<file path="src/rtl/seq_step_pkg.sv">
package seq_step_pkg;
  // strobes from control to datapath
  typedef struct packed {
    logic clrTimer;
    logic advance;
  } step_ctrl_t;

  // status from datapath to control
  typedef struct packed {
    logic qualified;
    logic expired;
  } step_stat_t;
endpackage

</file>
<file path="src/rtl/step_datapath.sv">
module step_datapath
  import seq_step_pkg::*;
#(
  parameter int NUM_INPUTS = 8,
  parameter int DELAY_W    = 16,
  parameter int PRESCALE   = 2000,
  localparam int SEL_W     = (NUM_INPUTS > 1) ? $clog2(NUM_INPUTS) : 1
) (
  input  logic                  clk,
  input  logic                  rstN,
  input  logic [NUM_INPUTS-1:0] flags,
  input  logic [SEL_W-1:0]      selIdx,
  input  logic                  invertEn,
  input  logic                  targetLvl,
  input  logic                  forceFlow,
  input  logic [DELAY_W-1:0]    delayTicks,
  input  step_ctrl_t            ctrl,
  output step_stat_t            stat
);
  localparam int SEL_SPAN = 1 << SEL_W;
  localparam int PRE_W    = $clog2(PRESCALE + 1);

  logic [SEL_SPAN-1:0] padded;
  logic                pickedBit;
  logic [PRE_W-1:0]    presc;
  logic [DELAY_W-1:0]  tickCnt;

  // widen the flag vector so any select code addresses a defined bit
  generate
    if (SEL_SPAN == NUM_INPUTS) begin : g_exact
      assign padded = flags;
    end else begin : g_pad
      assign padded = {{(SEL_SPAN - NUM_INPUTS){1'b0}}, flags};
    end
  endgenerate

  assign pickedBit      = padded[selIdx];
  assign stat.qualified = forceFlow | ((pickedBit ^ invertEn) == targetLvl);
  assign stat.expired   = (tickCnt >= delayTicks);

  always_ff @(posedge clk) begin
    if (!rstN || ctrl.clrTimer) begin
      presc   <= '0;
      tickCnt <= '0;
    end else if (ctrl.advance) begin
      if (presc == PRE_W'(PRESCALE - 1)) begin
        presc   <= '0;
        tickCnt <= tickCnt + 1'b1;
      end else begin
        presc <= presc + 1'b1;
      end
    end
  end

  // the tick count only steps up by one or restarts at zero
  p_tick_step_r4: assert property (@(posedge clk) disable iff (!rstN)
    (tickCnt != $past(tickCnt)) |->
      ((tickCnt == $past(tickCnt) + 1'b1) || (tickCnt == '0)));
endmodule

</file>
<file path="src/rtl/step_control.sv">
module step_control
  import seq_step_pkg::*;
(
  input  logic       clk,
  input  logic       rstN,
  input  logic       stateEntry,
  input  step_stat_t stat,
  output step_ctrl_t ctrl,
  output logic       stepDone
);
  logic armed;
  logic hit;

  assign hit           = armed & ~stateEntry & stat.qualified & stat.expired;
  assign ctrl.clrTimer = stateEntry | (armed & ~stat.qualified);
  assign ctrl.advance  = armed & stat.qualified & ~stat.expired;

  always_ff @(posedge clk) begin
    if (!rstN) begin
      armed    <= 1'b0;
      stepDone <= 1'b0;
    end else begin
      stepDone <= hit;
      if (stateEntry)  armed <= 1'b1;
      else if (hit)    armed <= 1'b0;
    end
  end

  // the done pulse lasts one cycle
  p_single_pulse_r8: assert property (@(posedge clk) disable iff (!rstN)
    stepDone |=> !stepDone);

  // a strobe never lets a pulse through in the next cycle
  p_quiet_after_entry_r9: assert property (@(posedge clk) disable iff (!rstN)
    stateEntry |=> !stepDone);

  // an armed mismatch cycle blocks the pulse
  p_mismatch_blocks_r5: assert property (@(posedge clk) disable iff (!rstN)
    (armed && !stat.qualified) |=> !stepDone);
endmodule

</file>
<file path="src/rtl/seq_step_detect.sv">
module seq_step_detect
  import seq_step_pkg::*;
#(
  parameter int NUM_INPUTS = 8,
  parameter int DELAY_W    = 16,
  parameter int PRESCALE   = 2000,
  localparam int SEL_W     = (NUM_INPUTS > 1) ? $clog2(NUM_INPUTS) : 1
) (
  input  logic                  clk,
  input  logic                  rstN,
  input  logic [NUM_INPUTS-1:0] flags,
  input  logic [SEL_W-1:0]      selIdx,
  input  logic                  invertEn,
  input  logic                  targetLvl,
  input  logic                  forceFlow,
  input  logic [DELAY_W-1:0]    delayTicks,
  input  logic                  stateEntry,
  output logic                  stepDone
);
  step_ctrl_t ctrl;
  step_stat_t stat;

  step_datapath #(
    .NUM_INPUTS(NUM_INPUTS),
    .DELAY_W   (DELAY_W),
    .PRESCALE  (PRESCALE)
  ) u_dp (
    .clk       (clk),
    .rstN      (rstN),
    .flags     (flags),
    .selIdx    (selIdx),
    .invertEn  (invertEn),
    .targetLvl (targetLvl),
    .forceFlow (forceFlow),
    .delayTicks(delayTicks),
    .ctrl      (ctrl),
    .stat      (stat)
  );

  step_control u_ctl (
    .clk       (clk),
    .rstN      (rstN),
    .stateEntry(stateEntry),
    .stat      (stat),
    .ctrl      (ctrl),
    .stepDone  (stepDone)
  );
endmodule

</file>
<file path="config.mk">
export PLATFORM = sky130hd
export DESIGN_NAME = seq_step_detect
export DESIGN_NICKNAME = d
export VERILOG_FILES = /design/src/rtl/seq_step_pkg.sv /design/src/rtl/step_datapath.sv /design/src/rtl/step_control.sv /design/src/rtl/seq_step_detect.sv
export SDC_FILE = /design/constraint.sdc
export NUM_CORES = 1
export LEC_CHECK = 0
export BUFFER_PORTS_ARGS = -buffer_cell sky130_fd_sc_hd__buf_2
export CORE_ASPECT_RATIO = 1.25
export CORE_MARGIN = 3
export CORE_UTILIZATION = 45
export DETAILED_ROUTE_END_ITERATION = 16
export GPL_TIMING_DRIVEN = 0
export PLACE_DENSITY = 0.68
export SYNTH_ARGS = -nofsm -noshare
export SYNTH_HDL_FRONTEND = slang
export SYNTH_SLANG_ARGS = --single-unit
</file>
<file path="constraint.sdc">
create_clock -name clk -period 2.7 [get_ports clk]
set_input_delay 0.27 -clock clk [delete_from_list [all_inputs] [get_ports clk]]
set_output_delay 0.27 -clock clk [all_outputs]
set_load 0.02 [all_outputs]
</file>
==> flow_summary.ini, run 1 <==
[global_routing]
grt_pass1_vias = 1845
use_met3 = 0.0423
grt_util_all_layers = 0.202
antenna_found_initial = 0
use_met1 = 0.222
grt_busiest_layer = met2
grt_pass1_wl_um = 8090
grt_max_degree = 11
grt_remaining_overflow = 0
grtUsageMet2 = 0.357

[finish]
drive_gt1_frac = 0.197
antennaDiodeCount = 0
layout_commonest_cell = buf_2
final_nets = 334
final_cell_area_mm2 = 0.00231
area_delta_synth_final_pct = 18.5
final_cell_mix = buf_2, dfxtp_1, a21oi_1

[routing]
drc = 0
vias_per_cell = 5.65
vias = 1921
postRouteAntennaNets = 0
wire_per_inst_um = 13.8
drt_iter0_markers = 75
first_pass_iters = 4
wirelength_um = 4680

[clock_network]
ctsHtreeMaxLevel = 2
clk_pin_slew_ns = 0.07
cts_root_buf = clkbuf_8
post_cts_buffers = 0
worstSkewPairLatency_ns = 0.28
cts_hold_buf = 0
cts_tree = yes
cts_max_path_buffers = 2
numCtsBuffers = 5
cts_sinks = 29

[sta]
hold_viol = 0
max_slew.worst_pin.slew_ns = 0.534
max_slew_margin = 0.644
report.final.slew_viol_count = 0
layout_min_cycle_time_ns = 2.57
finalCritPeriodShare = 0.951
rsz0062_at_grt = true
setup-violations-final = 0
fmax_mhz = 389
fin_skew_ns = 0.00628
fin_ws_ns = 0.131

[worst_setup_path]
cp_max_fo = 10
timing.rr.start = u_dp.tickCnt[0]
arrival_ns = 2.80
end_kind = flop
worstSetupPathType = reg2reg
required_ns = 2.93
cp-start-kind = flop
startpoint = u_dp.tickCnt[0]

[floorplanning]
core-area_mm2 = 0.00413
core.rowCount = 26
dieArea_mm2 = 0.00517
die_y_um = 79.6
die_w_um = 64.9
io_pins = 34
start_util = 0.472

[logic_synthesis]
syn_area_per_cell_um2 = 8.03
seq_area_frac_synth = 0.297
async_reset_ff_frac = 0
syn_nets = 294
netlist_instances = 243
synth_seq_cells = 29
syn_area_mm2 = 0.00195
synth-edff-count = 0
synth_cell_type_count = 42
yosys_warnings = 0
ys.flop_type = dfxtp_1

[pwr]
power.leakage_nw = 0.932
powerDensity_mw_per_mm2 = 408
peakVddDrop_uv = 291

[worst_hold_path]
hp-start = rstN
hold_path_class = in2reg

[place]
dp_hpwl_um = 3580
numPortBuffers = 33
post-place-ws_ns = -0.0398
place.gp.congestion = 0.819
dpl_cell_area_mm2 = 0.00219

[outcome]
outcome = complete, no violations

[job]
drv_cap = 0
[cell type report]
cell class | count | area [um^2]
plain buffers | 7 | 32.5
clock buffers | 7 | 96.3
clock inverters | 1 | 5.00
fillers | 409 | 1820
inverters | 22 | 82.6
multi-input cells | 185 | 1280
flip-flops and latches | 29 | 582
well taps | 56 | 70.1
repair buffers | 33 | 165
[worst paths after layout]
path,to,slack (ns),cells past startpoint
max,u_dp.tickCnt[6],0.13,9
min,u_ctl.armed,0.20,2
max reg2reg,u_dp.tickCnt[6],0.13,9
min reg2reg,u_dp.presc[8],0.47,2
[critical path: stages, from the launching register on]
cell and delay (ns):
dfxtp_2 0.37, inv_1 0.06, ha_1 0.26, nand2b_1 0.16
a2111oi_2 0.37, o31a_1 0.38, nand4_4 0.17, buf_4 0.21
or4_1 0.46, nand2_1 0.08
[per-stage QoR]
step / cells / setup TNS (ns) / hold WS (ns) / total power, mW / utilization
after global routing: 340 / -0.0394 / 0.212 / 0.993 / 0.560
after CTS: 340 / 0 / 0.196 / 0.954 / 0.556
after detailed placement: 332 / -0.120 / 0.457 / 0.550 / 0.529
after global placement: 332 / -0.0547 / 0.461 / 0.547 / 0.529
after floorplan: 243 / 0 / 0.387 / 0.509 / -
final: 340 / 0 / 0.203 / 0.942 / 0.560
[flip-flops by register name (all words and copies together) (netlist names)]
name            count
u_dp.presc         11
u_ctl.stepDone      1
u_ctl.armed         1
u_dp.tickCnt       16
[power by group]
| part | switching [mW] | internal [mW] |
|---|---|---|
| sequential | 0.00295 | 0.430 |
| clock | 0.170 | 0.230 |
| combinational | 0.0580 | 0.0515 |
[what timing repair did]
action,4_1_cts,5_1_grt
setup endpoints to repair,8,12
gates resized for setup,3,5
pin swaps,2,1
[synth_stat cells, types with 3 or more instances]
| master | count | area share |
|---|---|---|
| a21oi_1 | 25 | 0.064 |
| o31ai_1 | 4 | 0.015 |
| mux2_2 | 3 | 0.017 |
| clkbuf_1 | 4 | 0.0077 |
| or4_1 | 8 | 0.031 |
| buf_2 | 3 | 0.0077 |
| o211ai_1 | 3 | 0.012 |
| o21a_1 | 4 | 0.015 |
| and4_1 | 3 | 0.013 |
| dfxtp_1 | 29 | 0.30 |
| inv_1 | 22 | 0.042 |
| nand2_1 | 20 | 0.038 |
| nor2_1 | 11 | 0.021 |
| nand3_1 | 19 | 0.049 |
| or3_1 | 8 | 0.026 |
| and3_1 | 6 | 0.019 |
| o21ai_0 | 17 | 0.044 |
| ha_1 | 18 | 0.12 |
| nand4_1 | 7 | 0.022 |
[kinds of logic after synthesis]
logic type	Yosys count	share of synthesized area
muxes	7	0.0538
xor gates and xnor gates	1	0.00449
adders and majority gates	18	0.115
and+or+nand+nor	93	0.267
DFF	29	0.297
AOI/OAI and AO/OA	66	0.204
buffers and inverters	29	0.0577
[layer usage]
| layer | up-vias | part of all wire |
|---|---|---|
| li1 | 978 | - |
| met2 | 49 | 0.54 |
| met5 | - | 0 |
| met4 | 0 | 0.015 |
| met3 | 6 | 0.041 |
| met1 | 888 | 0.41 |
No activity file was read; power rests on OpenSTA's default activity.
==> run 2, diff against run 1 <==
- CORE_UTILIZATION: 45 -> 40
- PLACE_DENSITY: 0.68 -> 0.62
- SLEW_MARGIN: default -> 20
==> run 2 against run 1 <==
Cell count grew 0.59%; combinational power is essentially flat; clock-buffer cell count is the same; largest power group unchanged; largest cell class unchanged; via count shrank 0.36%; core utilization shrank 4.7 points; global-route usage shrank 1.5 points.
==> flow_summary.ini, run 2 (synthesis gave the netlist of run 1 again) <==
[sta]
fin_skew_ns = 0.00559
fin_ws_ns = 0.128
max_slew.worst_pin.slew_ns = 0.550
report.final.slew_viol_count = 0
finalCritPeriodShare = 0.953
setup-violations-final = 0
max_slew_margin = 0.634
fmax_mhz = 389
layout_min_cycle_time_ns = 2.57
hold_viol = 0

[finish]
largest_register_ffs = 16
antennaDiodeCount = 0
final_nets = 334
drive_gt1_frac = 0.204
layout_commonest_cell = buf_2
area_delta_synth_final_pct = 19.7
reg.largest.list = u_dp.tickCnt: 16 flops, u_dp.presc: 11 flops
final_cell_mix = buf_2, dfxtp_1, a21oi_1
largest-register = u_dp.tickCnt

[global_routing]
grt_max_degree = 11
grt_pass1_wl_um = 8430
antenna_found_initial = 0
grt_remaining_overflow = 0
grt_util_all_layers = 0.187
grt_pass1_vias = 1851

[place]
place.gp.congestion = 0.812
numPortBuffers = 33
dp_hpwl_um = 3800
post-place-ws_ns = -0.228

[job]
drv_cap = 0

[worst_setup_path]
required_ns = 2.91
crit_chain = inv_1, ha_1, nand2b_1, a2111oi_4, o31a_1, nand4_4, or4_1, a21oi_1
cp_max_fo = 10
arrival_ns = 2.78
worstSetupPathType = reg2reg
max_stage_delay_ns = 0.54
end_kind = flop
cp_slowest_cell = or4_1
cp-start-kind = flop

[clock_network]
ctsHtreeMaxLevel = 2
worstSkewPairLatency_ns = 0.28
cts_sinks = 29
cts_tree = yes
cts_max_path_buffers = 2
post_cts_buffers = 0
clk_pin_slew_ns = 0.07
numCtsBuffers = 5
cts_root_buf = clkbuf_8

[floorplanning]
dieArea_mm2 = 0.00576
core-area_mm2 = 0.00456
die_y_um = 84.1
io_pins = 34
die_w_um = 68.5
core.rowCount = 27
start_util = 0.428

[routing]
postRouteAntennaNets = 0
wire_per_inst_um = 14.6
drc = 0
met3_wirelength_um = 152
vias = 1914
first_pass_iters = 4
met2_length_um = 2590
wirelength_um = 5000
drt_iter0_markers = 88
top_layer = met4
vias_per_cell = 5.60
drt-met1-wl_um = 2190

[pwr]
finalPower_uw = 949
peakVddDrop_uv = 286
power.leakage_nw = 0.939
powerDensity_mw_per_mm2 = 406

[outcome]
outcome = complete, no violations

[worst_hold_path]
hold_path_class = in2reg
==> run 2: cell counts in the layout (fill, tap and decap cells not counted) <==
No cell type changed its count.
==> run 2: power breakdown <==
part           total (mW)  leakage, nW  switching, mW  internal [mW]
registers           0.432        0.234        0.00280          0.430
clock network       0.404       0.0542          0.174          0.230
logic               0.112        0.651         0.0590         0.0530
==> run 2: path summary, 6_finish.rpt <==
path              slack (ns)  cells past startpoint       startpoint          endpoint
setup / recovery        0.13                      8  u_dp.tickCnt[0]  u_dp.tickCnt[14]
hold / removal          0.21                      2       stateEntry       u_ctl.armed
setup reg to reg        0.13                      8  u_dp.tickCnt[0]  u_dp.tickCnt[14]
hold reg to reg         0.47                      2    u_dp.presc[8]     u_dp.presc[8]
==> run 2: repair_timing <==
| action | CTS | global route |
|---|---|---|
| resized for setup | 4 | 7 |
| pin swaps | 1 | 2 |
| hold buffers | 0 | 0 |
| setup endpoints to repair | 25 | 19 |
==> run 2: critical path, delay by kind of cell, from the launching register on <==
family                     cells  cell delay [ns]
DFF                            1             0.37
AOI/OAI and AO/OA              3             0.87
buffers and inverters          1             0.07
adders and majority gates      1             0.26
and+or+nand+nor                3             0.94
==> run 2: through the flow <==
stage / utilization / setup TNS [ns] / hold WS [ns] / area (um^2) / instances
after global placement: 0.480 / -1.97 / 0.452 / 2190 / 334
after global routing: 0.512 / -0.00254 / 0.197 / 2340 / 342
after floorplan: - / 0 / 0.387 / 1950 / 243
final: 0.512 / 0 / 0.205 / 2340 / 342
after detailed placement: 0.480 / -2.79 / 0.459 / 2190 / 334
after CTS: 0.507 / 0 / 0.207 / 2310 / 342
==> run 2: layer usage <==
metal,vias to the layer above,GRT usage
met5,-,0
met1,890,0.225
met3,8,0.0404
met4,0,0.0524
met2,28,0.324
li1,988,-
==> run 2: final cells by class <==
type	count	area (um^2)
Multi-Input combinational cell	185	1290
Inverter	22	82.6
Clock buffer	7	96.3
Tap cell	58	72.6
Buffer	7	37.5
Clock inverter	1	5.00
Fill cell	466	2220
Sequential cell	29	582
Timing Repair Buffer	33	165
